### config.mk
export PLATFORM = sky130hd
export DESIGN_NAME = spi_phase_timer
export DESIGN_NICKNAME = d
export VERILOG_FILES = /design/src/rtl/spt_pkg.sv /design/src/rtl/spt_len_decode.sv /design/src/rtl/spt_down_ctr.sv /design/src/rtl/spi_phase_timer.sv
export SDC_FILE = /design/constraint.sdc
export NUM_CORES = 1
export LEC_CHECK = 0
export BUFFER_PORTS_ARGS = -buffer_cell sky130_fd_sc_hd__buf_4
export CAP_MARGIN = 20
export CORE_MARGIN = 2
export CORE_UTILIZATION = 60
export DETAILED_ROUTE_END_ITERATION = 10
export PLACE_DENSITY = 0.78
export SETUP_SLACK_MARGIN = 0.2
export SYNTH_ARGS = -nofsm -noshare
export SYNTH_HDL_FRONTEND = slang
export SYNTH_SLANG_ARGS = --single-unit
### constraint.sdc
create_clock -name clk -period 15.4 [get_ports clk]
set_clock_uncertainty 0.2 [all_clocks]
set_input_delay 0.77 -clock clk [delete_from_list [all_inputs] [get_ports clk]]
set_output_delay 0.77 -clock clk [all_outputs]
set_load 0.01 [all_outputs]
### src/rtl/spt_pkg.sv
package spt_pkg;

    typedef enum logic [2:0] {
        PH_IDLE,
        PH_LEAD,
        PH_LOW,
        PH_HIGH,
        PH_TRAIL,
        PH_GAP
    } phase_e;

    // baud prescaler: 2,3,5,7
    function automatic logic [31:0] baud_pre(input logic [1:0] code);
        case (code)
            2'd0:    baud_pre = 32'd2;
            2'd1:    baud_pre = 32'd3;
            2'd2:    baud_pre = 32'd5;
            default: baud_pre = 32'd7;
        endcase
    endfunction

    // baud scaler: 2,4,6,8 then powers of two
    function automatic logic [31:0] baud_scl(input logic [3:0] code);
        if (code < 4'd4)
            baud_scl = 32'd2 * ({28'd0, code} + 32'd1);
        else
            baud_scl = 32'd1 << code;
    endfunction

    // delay prescaler: 1,3,5,7
    function automatic logic [31:0] dly_pre(input logic [1:0] code);
        dly_pre = 32'd2 * {30'd0, code} + 32'd1;
    endfunction

    // delay length: prescaler times 2^(code+1)
    function automatic logic [31:0] dly_len(input logic [1:0] p, input logic [3:0] s);
        dly_len = dly_pre(p) << ({28'd0, s} + 32'd1);
    endfunction

endpackage

### src/rtl/spt_len_decode.sv
module spt_len_decode #(
    parameter int CNT_W = 20
) (
    input  logic [23:0]      attr_i,
    output logic [CNT_W-1:0] lead_len_o,
    output logic [CNT_W-1:0] half_len_o,
    output logic [CNT_W-1:0] trail_len_o,
    output logic [CNT_W-1:0] gap_len_o
);
    import spt_pkg::*;

    logic [31:0] lead_w, half_w, trail_w, gap_w;

    always_comb begin
        lead_w  = dly_len(attr_i[23:22], attr_i[15:12]);
        trail_w = dly_len(attr_i[21:20], attr_i[11:8]);
        gap_w   = dly_len(attr_i[19:18], attr_i[7:4]);
        // every scaler entry is even, so half a period is exact
        half_w  = baud_pre(attr_i[17:16]) * (baud_scl(attr_i[3:0]) >> 1);
    end

    assign lead_len_o  = lead_w[CNT_W-1:0];
    assign half_len_o  = half_w[CNT_W-1:0];
    assign trail_len_o = trail_w[CNT_W-1:0];
    assign gap_len_o   = gap_w[CNT_W-1:0];

endmodule

### src/rtl/spt_down_ctr.sv
module spt_down_ctr #(
    parameter int W = 20
) (
    input  logic         clk,
    input  logic         rst_n,
    input  logic         load_i,
    input  logic [W-1:0] val_i,
    output logic [W-1:0] cnt_o,
    output logic         zero_o
);
    logic [W-1:0] cnt_d, cnt_q;

    always_comb begin
        cnt_d = cnt_q;
        if (load_i)
            cnt_d = val_i;
        else if (cnt_q != '0)
            cnt_d = cnt_q - 1'b1;
    end

    always_ff @(posedge clk or negedge rst_n) begin
        if (!rst_n) cnt_q <= '0;
        else        cnt_q <= cnt_d;
    end

    assign cnt_o  = cnt_q;
    assign zero_o = (cnt_q == '0);

    // phase durations rely on a strict one-per-cycle step
    assert_count_step_R2: assert property (@(posedge clk) disable iff (!rst_n)
        (!load_i && !zero_o) |=> (cnt_o == W'($past(cnt_o) - 1'b1)));

    assert_zero_holds_R6: assert property (@(posedge clk) disable iff (!rst_n)
        (!load_i && zero_o) |=> zero_o);

endmodule

### src/rtl/spi_phase_timer.sv
module spi_phase_timer #(
    parameter int CNT_W = 20,
    parameter int NB_W  = 6
) (
    input  logic            clk,
    input  logic            rst_n,
    input  logic            start_i,
    input  logic [23:0]     attr_i,
    input  logic [NB_W-1:0] nbits_i,
    input  logic            cont_i,
    output logic            cs_o,
    output logic            sck_o,
    output logic            pre_done_o,
    output logic            lead_o,
    output logic            trail_o,
    output logic            post_done_o,
    output logic            gap_done_o,
    output logic            busy_o
);
    import spt_pkg::*;

    typedef struct packed {
        phase_e          st;
        logic            cs;
        logic            cont;
        logic [23:0]     attr;
        logic [NB_W-1:0] left;
    } ctl_t;

    ctl_t ctl_d, ctl_q;

    logic             ld;
    logic [CNT_W-1:0] ld_val;
    logic             zero;
    logic [CNT_W-1:0] cnt;
    logic [23:0]      dec_src;
    logic [CNT_W-1:0] lead_len, half_len, trail_len, gap_len;

    // while idle the live attribute sizes the lead-in; afterwards the captured one
    assign dec_src = (ctl_q.st == PH_IDLE) ? attr_i : ctl_q.attr;

    spt_len_decode #(.CNT_W(CNT_W)) u_dec (
        .attr_i      (dec_src),
        .lead_len_o  (lead_len),
        .half_len_o  (half_len),
        .trail_len_o (trail_len),
        .gap_len_o   (gap_len)
    );

    spt_down_ctr #(.W(CNT_W)) u_ctr (
        .clk    (clk),
        .rst_n  (rst_n),
        .load_i (ld),
        .val_i  (ld_val),
        .cnt_o  (cnt),
        .zero_o (zero)
    );

    always_comb begin
        ctl_d  = ctl_q;
        ld     = 1'b0;
        ld_val = '0;
        case (ctl_q.st)
            PH_IDLE: if (start_i) begin
                ctl_d.st   = PH_LEAD;
                ctl_d.cs   = 1'b1;
                ctl_d.cont = cont_i;
                ctl_d.attr = attr_i;
                ctl_d.left = nbits_i;
                ld         = 1'b1;
                ld_val     = lead_len - 1'b1;
            end
            PH_LEAD: if (zero) begin
                ctl_d.st = PH_LOW;
                ld       = 1'b1;
                ld_val   = half_len - 1'b1;
            end
            PH_LOW: if (zero) begin
                ctl_d.st = PH_HIGH;
                ld       = 1'b1;
                ld_val   = half_len - 1'b1;
            end
            PH_HIGH: if (zero) begin
                ld = 1'b1;
                if (ctl_q.left <= NB_W'(1)) begin
                    ctl_d.st = PH_TRAIL;
                    ld_val   = trail_len - 1'b1;
                end else begin
                    ctl_d.st   = PH_LOW;
                    ctl_d.left = ctl_q.left - 1'b1;
                    ld_val     = half_len - 1'b1;
                end
            end
            PH_TRAIL: if (zero) begin
                ctl_d.st = PH_GAP;
                ctl_d.cs = ctl_q.cont;
                ld       = 1'b1;
                ld_val   = gap_len - 1'b1;
            end
            PH_GAP: if (zero) begin
                ctl_d.st = PH_IDLE;
            end
            default: ctl_d.st = PH_IDLE;
        endcase
    end

    always_ff @(posedge clk or negedge rst_n) begin
        if (!rst_n) begin
            ctl_q.st   <= PH_IDLE;
            ctl_q.cs   <= 1'b0;
            ctl_q.cont <= 1'b0;
            ctl_q.attr <= '0;
            ctl_q.left <= '0;
        end else begin
            ctl_q <= ctl_d;
        end
    end

    assign cs_o        = ctl_q.cs;
    assign sck_o       = (ctl_q.st == PH_HIGH);
    assign busy_o      = (ctl_q.st != PH_IDLE);
    assign pre_done_o  = (ctl_q.st == PH_LEAD)  && zero;
    assign lead_o      = (ctl_q.st == PH_LOW)   && zero;
    assign trail_o     = (ctl_q.st == PH_HIGH)  && zero;
    assign post_done_o = (ctl_q.st == PH_TRAIL) && zero;
    assign gap_done_o  = (ctl_q.st == PH_GAP)   && zero;

    assert_strobes_excl_R9: assert property (@(posedge clk) disable iff (!rst_n)
        $onehot0({pre_done_o, lead_o, trail_o, post_done_o, gap_done_o}));

    assert_sck_under_cs_R7: assert property (@(posedge clk) disable iff (!rst_n)
        sck_o |-> cs_o);

    assert_lead_rise_R4: assert property (@(posedge clk) disable iff (!rst_n)
        lead_o |=> sck_o);

    assert_trail_fall_R4: assert property (@(posedge clk) disable iff (!rst_n)
        trail_o |=> !sck_o);

    assert_busy_end_R6: assert property (@(posedge clk) disable iff (!rst_n)
        $fell(busy_o) |-> $past(gap_done_o));

    assert_frame_holds_R8: assert property (@(posedge clk) disable iff (!rst_n)
        (busy_o && !gap_done_o) |=> busy_o);

endmodule

* After elaboration in Yosys (flattened, before gate mapping)
Index checks and enable logic that the tools add are counted.
Word-level totals: output and inout port bits 8, input bits 34, word-level logic and storage cells 85, register bits 55
Operators by class: shifts and indexed selects 4, add/sub/neg operators 13, $lt $le $gt $ge 2, equal/unequal tests 14, reduce and logical (&&, ||, !) cells 19, multipliers 1, multiplexer cells 26
Operators with widths (number):
- 2-to-1 mux 20 bit | 7
- subtractor 20 x 1 -> 20 bit (second input constant) | 5
- << shifter 32 x 32 -> 20 bit | 3
- case mux 20 bit (4 select lines) | 1
- 2-to-1 mux 35 bit | 1
- 2-to-1 mux 32 bit | 1
- << shifter 1 x 4 -> 32 bit (first input constant) | 1
- multiplier 3 x 31 -> 20 bit | 1
- 2-to-1 mux 24 bit | 1
- adder 4 x 1 -> 5 bit (second input constant) | 4
- logical NOT 20 bit | 1
- nonzero test 20 bit | 1
- case mux 3 bit (6 select lines) | 1
- 2-to-1 mux 3 bit | 5
- adder 3 x 1 -> 4 bit (second input constant) | 3
- 2-to-1 mux 6 bit | 2
- != test 2 bit (second input constant) | 6
- case mux 6 bit (2 select lines) | 1
- case mux 3 bit (3 select lines) | 1
- == test 3 x 2 -> 1 bit (second input constant) | 2
- == test 3 bit (second input constant) | 2
- less-or-equal comparator 6 x 1 -> 1 bit (second input constant) | 1
- AND reduction 6 bit | 1
- nonzero test 2 bit | 3
- other kinds (18) | 24

* Depth between registers and ports, before layout
depth after elaboration 10, mapped depth 26, mapped depth without buffers 22

* Cells and area by module
From an unflattened synthesis, not the netlist that was laid out.
Second synthesis, totals: cells, all modules 1094, area, all modules 8122.8 sq um
By module, submodules not included:
- spi_phase_timer | sequential area each 875.8 sq um, times used 1, area an instance 3787.4 sq um, cells an instance 454
- spt_len_decode | sequential area each 0.0 sq um, times used 1, area an instance 3057.9 sq um, cells an instance 498
- spt_down_ctr | sequential area each 500.5 sq um, times used 1, area an instance 1277.5 sq um, cells an instance 142

* Worst setup path before layout
No wires, ideal clock.
path type register to register, from register ctl_q[32] (netlist name), to register u_ctr.cnt_q[14] (netlist: u_ctr.cnt_o[14]), clock period less this slack 5.819 ns, stages on the path, launching flop included 23, data arrival time 5.525 ns, path buffers 3, required time 15.106 ns, slack 9.581 ns, setup time 0.094 ns, cells stage by stage dfrtp_1 -> nor3_4 -> clkbuf_1 -> clkbuf_1 -> buf_2 -> mux2i_1 -> inv_1 -> ha_1 -> ha_1 -> a211oi_1 -> nand2_1 -> ha_1 -> fa_1 -> inv_1 -> ha_1 -> o21ai_0 -> nor3_1 -> o31ai_1 -> nand2b_1 -> a31oi_1 -> xor2_1 -> a221o_1 -> a221oi_2
On the way: longest elaborated chain between the ends 10, elaborated cells between the ends (all ways) 39, classes of those cells 11 x add/sub; 1 x mul; 1 x order compare; 6 x eq/ne; 4 x shift; 11 x mux; 5 x reduce/logical
RTL lines:
- from (decl) | RTL line spi_phase_timer.sv:30 | ctl_t ctl_d, ctl_q;
- from (signal assigned) | RTL line spi_phase_timer.sv:115 | ctl_q <= ctl_d;
- logical NOT 3 bit | RTL line spi_phase_timer.sv:40, spi_phase_timer.sv:63
- 2-to-1 mux 24 bit | RTL line spi_phase_timer.sv:40 | assign dec_src = (ctl_q.st == PH_IDLE) ? attr_i : ctl_q.attr;
- adder 4 x 1 -> 5 bit (tied with other cells) | RTL line spt_pkg.sv:25 | baud_scl = 32'd2 * ({28'd0, code} + 32'd1);
- 2-to-1 mux 32 bit / case mux 3 bit (3 select lines) (equally long branches) | RTL line spt_pkg.sv:24, spt_pkg.sv:14
- multiplier 3 x 31 -> 20 bit | RTL line spt_len_decode.sv:19 | half_w = baud_pre(attr_i[17:16]) * (baud_scl(attr_i[3:0]) >> 1);
- subtractor 20 x 1 -> 20 bit | RTL line spi_phase_timer.sv:76, spi_phase_timer.sv:81, spi_phase_timer.sv:91
- 2-to-1 mux 20 bit | RTL line spi_phase_timer.sv:85 | if (ctl_q.left <= NB_W'(1)) begin
- 2-to-1 mux 20 bit | RTL line spi_phase_timer.sv:83 | PH_HIGH: if (zero) begin
- case mux 20 bit (4 select lines) | RTL line spi_phase_timer.sv:63 | case (ctl_q.st)
- 2-to-1 mux 20 bit | RTL line spt_down_ctr.sv:15 | if (load_i)
- to (signal assigned) | RTL line spt_down_ctr.sv:23 | else cnt_q <= cnt_d;
- to (decl) | RTL line spt_down_ctr.sv:11 | logic [W-1:0] cnt_d, cnt_q;
Several ways; a longest one is shown, not always the timed one. A chain may end at the register's enable or synchronous reset.

* Worst setup path in the final report
from register ctl_q[34] (netlist name), to register u_ctr.cnt_q[19] (netlist: u_ctr.cnt_o[19])
The elaborated chain is that of the path after synthesis.

==> flow_summary.yaml <==
outcome:
  outcome: "finished clean"
clocking:
  clockRootBuffer: "clkbuf_16"
  cts.clk_slew.worst_paths_ps: 80
  h-tree-depth: 2
  cts.repair.resized: 0
  tritoncts: "built"
  clockBufferDepth: 2
  cts_hold_buf: 0
  cts_setup_buffers: 0
  clock_latency_ps: 320
  clkSinkCount: 55
  cts_buffers: 5
synth:
  avgSynthCellArea_sq_um: 7.27
  synth_warnings: 0
  async_flop_share_pct: 100
  synthFlopType: "dfrtp_1"
  synth_cells: 1136
  syn_area_sq_mm: 0.00826
  ys_seq_area_share_pct: 16.7
  syn_nets: 1237
  yosys-top-cells-area: "dfrtp_1 17%, nand2_1 9.3%, ha_1 8.0%"
  synth_top_cell_area_share_pct: 16.7
  synth_edf_count: 0
  ys_types: 97
  synth-seq-cells: 55
  synth_top_cell_by_area: "dfrtp_1"
min_path:
  hold_path.class: "reg2reg"
  hold_end: "ctl_q[7]$_DFFE_PN0P_"
  min_path_cells: 2
  min_from: "ctl_q[7]$_DFFE_PN0P_"
worst_setup_path:
  path_class: "reg2reg"
  worstPathMaxFanout: 42
  arrival_ps: 6410
  start_kind: "flip-flop"
  cp.required_ps: 15380
  regToRegStartpoint: "ctl_q[34]$_DFFE_PN0P_"
  r2r-end: "u_ctr.cnt_o[19]$_DFFE_PN0P_"
  cp-end-kind: "flip-flop"
  ff2ff_setup_slack_ps: 8970
  r2r_cells: 21
placed_design:
  gp_congestion: 1.08
  place_hpwl_mm: 19.4
  post-place-ws_ps: 9030
  place.port_buffers: 41
  dp_cells: 1295
floorplan:
  die_area_sq_mm: 0.0147
  num_rows: 42
  start_util_pct: 61.8
  chipHeight_um: 121
  die_w_um: 121
  io_pins: 42
  core_sq_mm: 0.0133
timing:
  min_period_ps: 6430
  tightest_slew_ps: 935
  setup_viol: 0
  layout_setup_ws_ps: 8970
  maxSlewHeadroom_pct: 37.1
  slew_violations: 0
  hold_viol_final: 0
  rsz0062_at_grt: "false"
  timing.fmax_mhz: 155
  tns_ps: 0
  period_share_pct: 41.8
finish:
  syn2layout_area_growth_pct: 5.44
  drive_above_1_share_pct: 9.23
  instances_no_fill: 1303
  antenna_cells: 0
  nets: 1227
flow_run:
  max-cap-violations: 0
drt:
  avgRoutedWirePerCell_um: 19.1
  drtIter0Drc: 829
  drc: 0
  wl_mm: 24.9
  dr.pass1.iters: 6
  vias_per_cell: 6.59
  vias: 8586
  antenna_left: 0
power:
  max-vdd-ir-drop_mv: 0.0571
  leakage_nw: 3.68
  power.density_mw_per_mm2: 100
global_route:
  grt_pass1_vias: 7805
  grt_usage_pct: 34.3
  grt_pass1_wl_mm: 40.4
  gr-total-overflow: 0
  grt_max_degree: 56
  antenna_found_initial: 0
[Yosys cell counts (8+ instances only)]
library cell,number
buf_2,11
a31oi_1,20
and3_1,15
ha_1,53
xor2_1,19
a211oi_1,21
nand2_1,205
nor4_1,9
inv_1,62
a21oi_1,67
xnor2_1,34
or3_1,8
fa_1,14
dfrtp_1,55
o21ai_0,58
mux2_2,12
a21o_1,12
nor2_1,80
a221oi_1,10
o21a_1,11
nand2b_1,22
clkbuf_1,47
o31ai_1,12
nand4_1,12
o211ai_1,12
and2_1,10
nor3_1,34
mux2i_1,21
nor2b_1,9
nand3_1,37
[layer usage]
layer | wire length, um | track usage, % | vias to the layer above
met5 | 0 | 0 | -
met3 | 2130 | 8.04 | 86
met2 | 11400 | 55.7 | 404
met4 | 930 | 12.9 | 0
met1 | 10500 | 44.3 | 4011
li1 | - | - | 4085
[state kept, by name, indices dropped and copies added, names as in the netlist]
register / cells
cs_o: 1
ctl_q: 34
u_ctr.cnt_o: 20
[metrics by stage]
| step | total power, mW | area [sq um] | hold WS (ps) | utilization [%] |
|---|---|---|---|---|
| global route | 0.933 | 8700 | 301 | 65.2 |
| detailed placement | 0.733 | 8550 | 263 | 64.1 |
| global placement | 0.729 | 8550 | 260 | 64.1 |
| finish | 0.871 | 8700 | 283 | 65.2 |
| floorplan | 0.610 | 8260 | 239 | - |
| CTS | 0.861 | 8700 | 282 | 65.2 |
[how the worst max path moves through the flow]
stage	start	endpoint	slack, ps
finish	ctl_q[34]$_DFFE_PN0P_	u_ctr.cnt_o[19]$_DFFE_PN0P_	8970
global route	ctl_q[34]$_DFFE_PN0P_	u_ctr.cnt_o[19]$_DFFE_PN0P_	8500
global placement	ctl_q[34]$_DFFE_PN0P_	u_ctr.cnt_o[14]$_DFFE_PN0P_	9190
floorplan	ctl_q[32]$_DFFE_PN0P_	u_ctr.cnt_o[14]$_DFFE_PN0P_	9580
detailed placement	ctl_q[34]$_DFFE_PN0P_	u_ctr.cnt_o[19]$_DFFE_PN0P_	9030
CTS	ctl_q[34]$_DFFE_PN0P_	u_ctr.cnt_o[19]$_DFFE_PN0P_	9010
[cell type report]
type	count	area, sq um
tap	176	220
inverter	64	240
timing repair buffer	49	368
fill	1209	4640
clock inverter	3	27.5
sequential	55	1380
clock buffer	5	125
multi-input combinational	951	6350
[report_power, final]
part	internal (mW)	switching, mW
combinational	0.213	0.323
sequential	0.174	0.0338
clock	0.0621	0.0647
total	0.449	0.422
[critical path: stages, from the launching register on]
cell	delay, ps
dfrtp_1	630
nor3_4	700
buf_4	430
inv_2	90
buf_4	300
nand2_1	130
nand2_1	210
nor3_1	380
nand2_1	100
ha_1	300
inv_1	50
fa_1	570
inv_1	70
fa_1	460
nor2b_1	160
o31ai_1	100
a21oi_1	190
a41oi_1	170
a311o_1	390
o21a_1	240
a221oi_2	320
nor4_2	90
[placed cells by master, fill, tap and decap left out, drive strengths merged, types with 6 or more instances in the layout]
cell type    n
a211oi      21
a21o        13
a21oi       68
a221oi      12
a22oi        8
a31oi       20
and2        12
and3        15
buf         49
dfrtp       55
fa          14
ha          53
inv         64
mux2        13
mux2i       22
nand2      206
nand2b      22
nand3       38
nand4       12
nor2        81
nor2b        9
nor3        37
nor4        12
o211ai      13
o21a        11
o21ai       63
o221ai       6
o31ai       13
or3          9
xnor2       34
xor2        19
[logic make-up after synthesis]
logic type,synth area share (%)
adders and majority gates,11.4
xor gates and xnor gates,5.62
buffers and inverters,6.44
AOI/OAI and AO/OA,27.2
DFF,16.7
muxes,4.64
and+or+nand+nor,28.0
Power figures use the tool's default switching activity.
